===== config.mk =====
export PLATFORM = sky130hd
export DESIGN_NAME = nibmap_top
export DESIGN_NICKNAME = d
export VERILOG_FILES = /design/src/rtl/nibmap_pkg.sv /design/src/rtl/nibmap_decode.sv /design/src/rtl/nibmap_regs.sv /design/src/rtl/nibmap_window.sv /design/src/rtl/nibmap_top.sv
export SDC_FILE = /design/constraint.sdc
export NUM_CORES = 1
export LEC_CHECK = 0
export BUFFER_PORTS_ARGS = -buffer_cell sky130_fd_sc_hd__buf_2
export CAP_MARGIN = 20
export CORE_UTILIZATION = 52
export CTS_CLUSTER_DIAMETER = 30
export DETAILED_ROUTE_END_ITERATION = 8
export PLACE_DENSITY_LB_ADDON = 0.2
export SYNTH_ARGS = -nofsm -noshare
export SYNTH_HDL_FRONTEND = slang
export SYNTH_SLANG_ARGS = --single-unit

===== constraint.sdc =====
create_clock -name clk_i -period 2.2 [get_ports clk_i]
set_input_delay 0.11 -clock clk_i [delete_from_list [all_inputs] [get_ports clk_i]]
set_output_delay 0.11 -clock clk_i [all_outputs]
set_load 0.01 [all_outputs]

===== src/rtl/nibmap_pkg.sv =====
package nibmap_pkg;

    typedef enum logic [2:0] {
        OP_NONE,
        OP_PRG0,
        OP_PRG1,
        OP_MIRR,
        OP_CHR_LO,
        OP_CHR_HI
    } nib_op_e;

    localparam logic [15:0] CHR_FIRST = 16'hB000;
    localparam logic [15:0] CHR_LAST  = 16'hE003;
    localparam int          CHR_BIAS  = 2;
    localparam int          FIXED_LOW_RESET_N = 4;

endpackage


===== src/rtl/nibmap_decode.sv =====
module nibmap_decode
    import nibmap_pkg::*;
#(
    parameter int AW   = 16,
    parameter int IDXW = 3
) (
    input  logic            wr_i,
    input  logic            en_i,
    input  logic [AW-1:0]   addr_i,
    output nib_op_e         op_o,
    output logic [IDXW-1:0] idx_o
);

    logic [3:0] page;
    logic       in_chr;

    assign page   = addr_i[AW-1 -: 4];
    assign in_chr = (addr_i >= CHR_FIRST) && (addr_i <= CHR_LAST);

    // register index: A13, A12 and (A11 or A1), rotated by the bias
    assign idx_o = {addr_i[13], addr_i[12], addr_i[11] | addr_i[1]} + IDXW'(CHR_BIAS);

    always_comb begin
        op_o = OP_NONE;
        if (wr_i && en_i) begin
            if (in_chr) begin
                op_o = addr_i[0] ? OP_CHR_HI : OP_CHR_LO;
            end else begin
                case (page)
                    4'h8:    op_o = OP_PRG0;
                    4'h9:    op_o = OP_MIRR;
                    4'hA:    op_o = OP_PRG1;
                    default: op_o = OP_NONE;
                endcase
            end
        end
    end

endmodule


===== src/rtl/nibmap_regs.sv =====
module nibmap_regs
    import nibmap_pkg::*;
#(
    parameter int DW    = 8,
    parameter int PRG_N = 2,
    parameter int CHR_N = 8,
    parameter int CHR_W = 8,
    parameter int IDXW  = $clog2(CHR_N)
) (
    input  logic                         clk_i,
    input  logic                         rst_ni,
    input  nib_op_e                      op_i,
    input  logic [IDXW-1:0]              idx_i,
    input  logic [DW-1:0]                data_i,
    output logic [PRG_N-1:0][DW-1:0]     prg_o,
    output logic [CHR_N-1:0][CHR_W-1:0]  chr_o,
    output logic                         mirr_o
);

    localparam int HALF = CHR_W / 2;

    typedef struct packed {
        logic [PRG_N-1:0][DW-1:0]    prg;
        logic [CHR_N-1:0][CHR_W-1:0] chr;
        logic                        mirr;
    } bank_state_t;

    bank_state_t state_d, state_q;

    function automatic bank_state_t reset_state();
        bank_state_t s;
        for (int p = 0; p < PRG_N; p++) s.prg[p] = DW'(p);
        for (int c = 0; c < CHR_N; c++)
            s.chr[c] = (c < FIXED_LOW_RESET_N) ? {CHR_W{1'b1}} : CHR_W'(c);
        s.mirr = 1'b0;
        return s;
    endfunction

    always_comb begin
        state_d = state_q;
        case (op_i)
            OP_PRG0:   state_d.prg[0] = data_i;
            OP_PRG1:   state_d.prg[1] = data_i;
            OP_MIRR:   state_d.mirr   = data_i[0];
            OP_CHR_LO: state_d.chr[idx_i][HALF-1:0]     = data_i[HALF-1:0];
            OP_CHR_HI: state_d.chr[idx_i][CHR_W-1:HALF] = data_i[HALF-1:0];
            default:   ;
        endcase
    end

    always_ff @(posedge clk_i or negedge rst_ni) begin
        if (!rst_ni) state_q <= reset_state();
        else         state_q <= state_d;
    end

    assign prg_o  = state_q.prg;
    assign chr_o  = state_q.chr;
    assign mirr_o = state_q.mirr;

    a_r1_reset_values: assert property (@(posedge clk_i)
        !rst_ni |=> (state_q.prg[1] == DW'(1)) && (state_q.chr[0] == {CHR_W{1'b1}})
                    && (state_q.chr[CHR_N-1] == CHR_W'(CHR_N-1)) && !state_q.mirr);

    a_r8_idle_hold: assert property (@(posedge clk_i) disable iff (!rst_ni)
        (op_i == OP_NONE) |=> $stable(state_q));

    a_r4_prg0_load: assert property (@(posedge clk_i) disable iff (!rst_ni)
        (op_i == OP_PRG0) |=> (state_q.prg[0] == $past(data_i)));

    a_r3_hi_keeps_low: assert property (@(posedge clk_i) disable iff (!rst_ni)
        (op_i == OP_CHR_HI) |=>
            (state_q.chr[$past(idx_i)][HALF-1:0] == $past(state_q.chr[idx_i][HALF-1:0])));

    a_r2_lo_keeps_high: assert property (@(posedge clk_i) disable iff (!rst_ni)
        (op_i == OP_CHR_LO) |=>
            (state_q.chr[$past(idx_i)][CHR_W-1:HALF] == $past(state_q.chr[idx_i][CHR_W-1:HALF])));

endmodule


===== src/rtl/nibmap_window.sv =====
module nibmap_window #(
    parameter int DW     = 8,
    parameter int PRG_N  = 2,
    parameter int WIN_N  = 4,
    parameter int CHR_N  = 8,
    parameter int CHR_W  = 8
) (
    input  logic [PRG_N-1:0][DW-1:0]      prg_i,
    input  logic [CHR_N-1:0][CHR_W-1:0]   chr_i,
    input  logic                          mirr_i,
    input  logic                          base_i,
    output logic [WIN_N-1:0][DW-1:0]      prg_bank_o,
    output logic [CHR_N-1:0][CHR_W:0]     chr_bank_o,
    output logic                          mirror_o
);

    localparam logic [DW-1:0] LAST_BANK   = {DW{1'b1}};
    localparam logic [DW-1:0] SECOND_LAST = {{(DW-1){1'b1}}, 1'b0};

    generate
        for (genvar w = 0; w < WIN_N; w++) begin : g_prg
            if (w < PRG_N) begin : g_switch
                assign prg_bank_o[w] = prg_i[w];
            end else if (w == WIN_N - 1) begin : g_last
                assign prg_bank_o[w] = LAST_BANK;
            end else begin : g_fixed
                assign prg_bank_o[w] = SECOND_LAST;
            end
        end
        for (genvar c = 0; c < CHR_N; c++) begin : g_chr
            assign chr_bank_o[c] = {base_i, chr_i[c]};
        end
    endgenerate

    assign mirror_o = ~mirr_i;

    a_r6_fixed_windows: assert property (@(prg_bank_o)
        (prg_bank_o[WIN_N-1] == LAST_BANK) && (prg_bank_o[WIN_N-2] == SECOND_LAST));

endmodule


===== src/rtl/nibmap_top.sv =====
module nibmap_top
    import nibmap_pkg::*;
#(
    parameter int AW       = 16,
    parameter int DW       = 8,
    parameter int WIN_N    = 4,
    parameter int CHR_N    = 8,
    parameter int CHR_W    = 8,
    parameter int MODE_BIT = 2
) (
    input  logic                       clk_i,
    input  logic                       rst_ni,
    input  logic                       wr_i,
    input  logic                       en_i,
    input  logic [AW-1:0]              addr_i,
    input  logic [DW-1:0]              data_i,
    input  logic [7:0]                 mode_i,
    output logic [WIN_N-1:0][DW-1:0]   prg_bank_o,
    output logic [CHR_N-1:0][CHR_W:0]  chr_bank_o,
    output logic                       mirror_o
);

    localparam int PRG_N = 2;
    localparam int IDXW  = $clog2(CHR_N);

    nib_op_e                      op;
    logic [IDXW-1:0]              idx;
    logic [PRG_N-1:0][DW-1:0]     prg_regs;
    logic [CHR_N-1:0][CHR_W-1:0]  chr_regs;
    logic                         mirr_reg;

    nibmap_decode #(.AW(AW), .IDXW(IDXW)) u_decode (
        .wr_i   (wr_i),
        .en_i   (en_i),
        .addr_i (addr_i),
        .op_o   (op),
        .idx_o  (idx)
    );

    nibmap_regs #(.DW(DW), .PRG_N(PRG_N), .CHR_N(CHR_N), .CHR_W(CHR_W), .IDXW(IDXW)) u_regs (
        .clk_i  (clk_i),
        .rst_ni (rst_ni),
        .op_i   (op),
        .idx_i  (idx),
        .data_i (data_i),
        .prg_o  (prg_regs),
        .chr_o  (chr_regs),
        .mirr_o (mirr_reg)
    );

    nibmap_window #(.DW(DW), .PRG_N(PRG_N), .WIN_N(WIN_N), .CHR_N(CHR_N), .CHR_W(CHR_W)) u_window (
        .prg_i      (prg_regs),
        .chr_i      (chr_regs),
        .mirr_i     (mirr_reg),
        .base_i     (mode_i[MODE_BIT]),
        .prg_bank_o (prg_bank_o),
        .chr_bank_o (chr_bank_o),
        .mirror_o   (mirror_o)
    );

    a_r5_mirror_only_on_write: assert property (@(posedge clk_i) disable iff (!rst_ni)
        !$stable(mirror_o) |-> $past(wr_i && en_i && (addr_i[AW-1 -: 4] == 4'h9)));

endmodule


==> flow_metrics.tcl <==
set metrics [dict create \
    post-route-util 0.640 \
    overall_die_area_mm2 0.00728 \
    cts_inserted_buffers 9 \
    global_route_wire_length_before_repair_mm 11.8 \
    remaining_drc_errors 0 \
    die_w_um 85.3 \
    grt_setup_unrepaired "no" \
    setup.worst_path.class "in2reg" \
    timing.critical_path.from_type "input pin" \
    die-height_um 85.3 \
    drt-total-wl_mm 7.37 \
    antennaDiodeCount 0 \
    period_share 0.737 \
    cp_data_required_time_ps 2430 \
    hold_start "addr_i[12]" \
    post_cts_repair_setup_buffers 0 \
    first_global_vias 2228 \
    cts-root-buf "sky130_fd_sc_hd__clkbuf_8" \
    grt_util_all_layers 0.215 \
    synth.distinct_cells 33 \
    detailroute.via_count 2292 \
    cts.htree.levels 3 \
    ys.warnings.count 0 \
    flow.area_growth_from_synthesis_pct 19.8 \
    postSynthRegisterBits 81 \
    worstHoldEndpoint "u_regs.mirr_o$_DFFE_PN0N_" \
    timing.slew.headroom 0.433 \
    post_detail_place_hpwl_mm 5.00 \
    avgViaCountPerCell 5.21 \
    cts_tree "yes" \
    largest_net_degree_at_the_start_of_global_routing 72 \
    drtPass1Iterations 4 \
    final-setup-viol-count 0 \
    worstReg2RegEnd "u_regs.prg_o[2]$_DFFE_PN0N_" \
    ff2ff_path_depth 1 \
    power-per-cell-area_mw_per_mm2 785 \
    io_buffer_count 108 \
    start_util 0.534 \
    fmaxAchievable_ghz 0.616 \
    timing.critical_path.to_type "flip-flop" \
    timing.reg2reg.setup_slack_ps 1420 \
    detailedRoute.firstIterationViolations 82 \
    timing.max_cap.violations 0 \
    drive_above_1_share 0.722 \
    final.setup_skew_ps 0 \
    layout.nets 391 \
    critPathSlowestCell "sky130_fd_sc_hd__and3_1" \
    synth_area_per_cell_um2 14.6 \
    routed_wl_per_cell_um 16.7 \
    worst_ir_drop_vdd_mv 0.461 \
    clock_path_buffers 2 \
    coreArea_mm2 0.00676 \
    reg2reg_from "u_regs.prg_o[2]$_DFFE_PN0N_" \
    tightest_slew_ps 850 \
    rows 30 \
    number_of_hold_slack_violations_in_the_final_timing_report 0 \
    cp_cell_sequence "buf_2 -> nor4_1 -> nand3_1 -> nor3_1 -> and3_1 -> mux2_4" \
    postRouteAntennaNets 0 \
    post_synth_inst_count 248 \
    clk_pin_slew_ps 80 \
    insertion_delay_ps 340 \
    worst_hold_path_type "in2reg" \
    finalSetupTns_ps 0 \
    syn-cell-area_mm2 0.00361 \
    antenna_found_initial 0 \
    synth-seq-area-share 0.576 \
    cts_sinks 81 \
    slowest_delay_ps 370 \
    worst_hold_path.num_cells 3 \
    post-route-min-period_ps 1620 \
    worstPathMaxFanout 4 \
    run_status "finished, final reports clean" \
    grt.overflow.total 0 \
    timing.final.max_slew_violations 0 \
    static-leakage-power_uw 0.00220 \
    floorplan.io_pins 141 \
    cp_data_arrival_time_ps 1850 \
    gp_congestion 0.769 \
]
flip-flops by register name, summed over array words and instances, names as in the netlist:
signal         flops
u_regs.mirr_o      1
u_regs.chr_o      64
u_regs.prg_o      16
placed cells by master, fill, tap and decap left out, types with 5 or more instances in the layout:
cell                            count
sky130_fd_sc_hd__dlygate4sd3_1      5
sky130_fd_sc_hd__mux2_2            73
sky130_fd_sc_hd__nor3_1             5
sky130_fd_sc_hd__mux2_4             8
sky130_fd_sc_hd__nand3_1            8
sky130_fd_sc_hd__nor2_1             6
sky130_fd_sc_hd__clkbuf_8          10
sky130_fd_sc_hd__buf_4              5
sky130_fd_sc_hd__buf_2            107
sky130_fd_sc_hd__dfstp_2           41
sky130_fd_sc_hd__conb_1            16
sky130_fd_sc_hd__nand2_1            6
sky130_fd_sc_hd__dfrtp_1           40
power by group:
| group | switching (uW) | leakage (uW) | internal, uW |
|---|---|---|---|
| clock network | 547 | 0.000100 | 564 |
| registers | 71.8 | 0.000960 | 1690 |
| logic | 271 | 0.00113 | 253 |
layer usage:
| metal | wire length (um) | up-vias | track usage |
|---|---|---|---|
| met4 | 103 | 0 | 0.0894 |
| met2 | 3530 | 89 | 0.330 |
| met5 | 0 | - | 0 |
| li1 | - | 1040 | - |
| met1 | 3250 | 1151 | 0.296 |
| met3 | 474 | 12 | 0.0516 |
final cells by class:
| class | instances | area (um2) |
|---|---|---|
| multi-input cells | 145 | 1320 |
| clock buffers | 11 | 141 |
| flip-flops and latches | 81 | 2080 |
| inverters | 1 | 3.75 |
| clock inverters | 5 | 63.8 |
| fillers | 547 | 2430 |
| well taps | 80 | 100 |
| repair buffers | 117 | 623 |
worst max path at each step:
stage               from                           end  slack (ps)  depth (start not counted)
2_1_floorplan  addr_i[4]  u_regs.chr_o[53]$_DFFE_PN0P_         620                          5
3_3_place_gp   addr_i[6]  u_regs.chr_o[62]$_DFFE_PN0P_         320                          6
3_5_place_dp   addr_i[6]  u_regs.chr_o[61]$_DFFE_PN0P_         290                          6
4_1_cts        addr_i[6]  u_regs.chr_o[59]$_DFFE_PN0P_         650                          6
5_1_grt        addr_i[4]  u_regs.chr_o[59]$_DFFE_PN0P_         450                          6
6_report       addr_i[6]  u_regs.chr_o[59]$_DFFE_PN0P_         580                          6
Yosys cell counts:
master / instances / area share
sky130_fd_sc_hd__or3_4: 1 / 0.0031
sky130_fd_sc_hd__buf_6: 4 / 0.012
sky130_fd_sc_hd__mux2_2: 73 / 0.23
sky130_fd_sc_hd__nor4b_2: 1 / 0.0042
sky130_fd_sc_hd__nor2_1: 6 / 0.0062
sky130_fd_sc_hd__inv_1: 1 / 0.0010
sky130_fd_sc_hd__and3_2: 1 / 0.0021
sky130_fd_sc_hd__a21o_1: 1 / 0.0021
sky130_fd_sc_hd__dfstp_2: 41 / 0.30
sky130_fd_sc_hd__and4b_2: 1 / 0.0031
sky130_fd_sc_hd__nor4_1: 2 / 0.0035
sky130_fd_sc_hd__clkbuf_1: 5 / 0.0052
sky130_fd_sc_hd__clkdlybuf4s50_2: 1 / 0.0031
sky130_fd_sc_hd__a21oi_1: 2 / 0.0028
sky130_fd_sc_hd__dfrtp_1: 40 / 0.28
sky130_fd_sc_hd__buf_4: 24 / 0.050
sky130_fd_sc_hd__nand3_1: 8 / 0.011
sky130_fd_sc_hd__nand2b_1: 2 / 0.0035
sky130_fd_sc_hd__nand3b_1: 1 / 0.0021
sky130_fd_sc_hd__and2b_2: 1 / 0.0024
sky130_fd_sc_hd__nand4_1: 1 / 0.0017
sky130_fd_sc_hd__nor3b_2: 1 / 0.0035
sky130_fd_sc_hd__clkdlybuf4s25_1: 1 / 0.0028
sky130_fd_sc_hd__o21ai_2: 1 / 0.0024
sky130_fd_sc_hd__mux2_4: 8 / 0.033
sky130_fd_sc_hd__o2111ai_1: 1 / 0.0024
sky130_fd_sc_hd__and3_1: 2 / 0.0035
sky130_fd_sc_hd__o21bai_4: 1 / 0.0052
sky130_fd_sc_hd__nor3_1: 5 / 0.0069
sky130_fd_sc_hd__nand2_1: 6 / 0.0062
sky130_fd_sc_hd__nor3_2: 1 / 0.0028
sky130_fd_sc_hd__conb_1: 2 / 0.0021
sky130_fd_sc_hd__nor2_4: 2 / 0.0062
cells by family (layout without fill, tap and decap cells):
kind of cell,after synthesis,after routing,share of synthesized area
buffers and inverters,36,134,0.0745
other,2,16,0.00208
AND/OR/NAND/NOR,42,42,0.0721
flip-flops,81,81,0.576
multiplexers,81,81,0.261
AO/OA/AOI/OAI,6,6,0.0149
critical path, delay by kind of cell:
family / cells / cell delay, ps
simple gates: 4 / 1310
mux: 1 / 330
buf+inv: 1 / 90
stage by stage:
stage / cell area [um2] / instances / worst slack [ps] / power [uW] / hold WS (ps)
after floorplan: 3660 / 262 / 623 / 2090 / -186
after global placement: 4070 / 419 / 318 / 2290 / 221
after detailed placement: 4070 / 419 / 293 / 2310 / 221
after CTS: 4330 / 440 / 652 / 3430 / 196
after global routing: 4330 / 440 / 453 / 3550 / 210
final: 4330 / 440 / 578 / 3400 / 216
timing repair:
action | CTS | global route
hold endpoints to repair | 47 | 0
resized for setup | 0 | 0
hold buffers | 5 | 0
(Power assumes the default switching activity.)
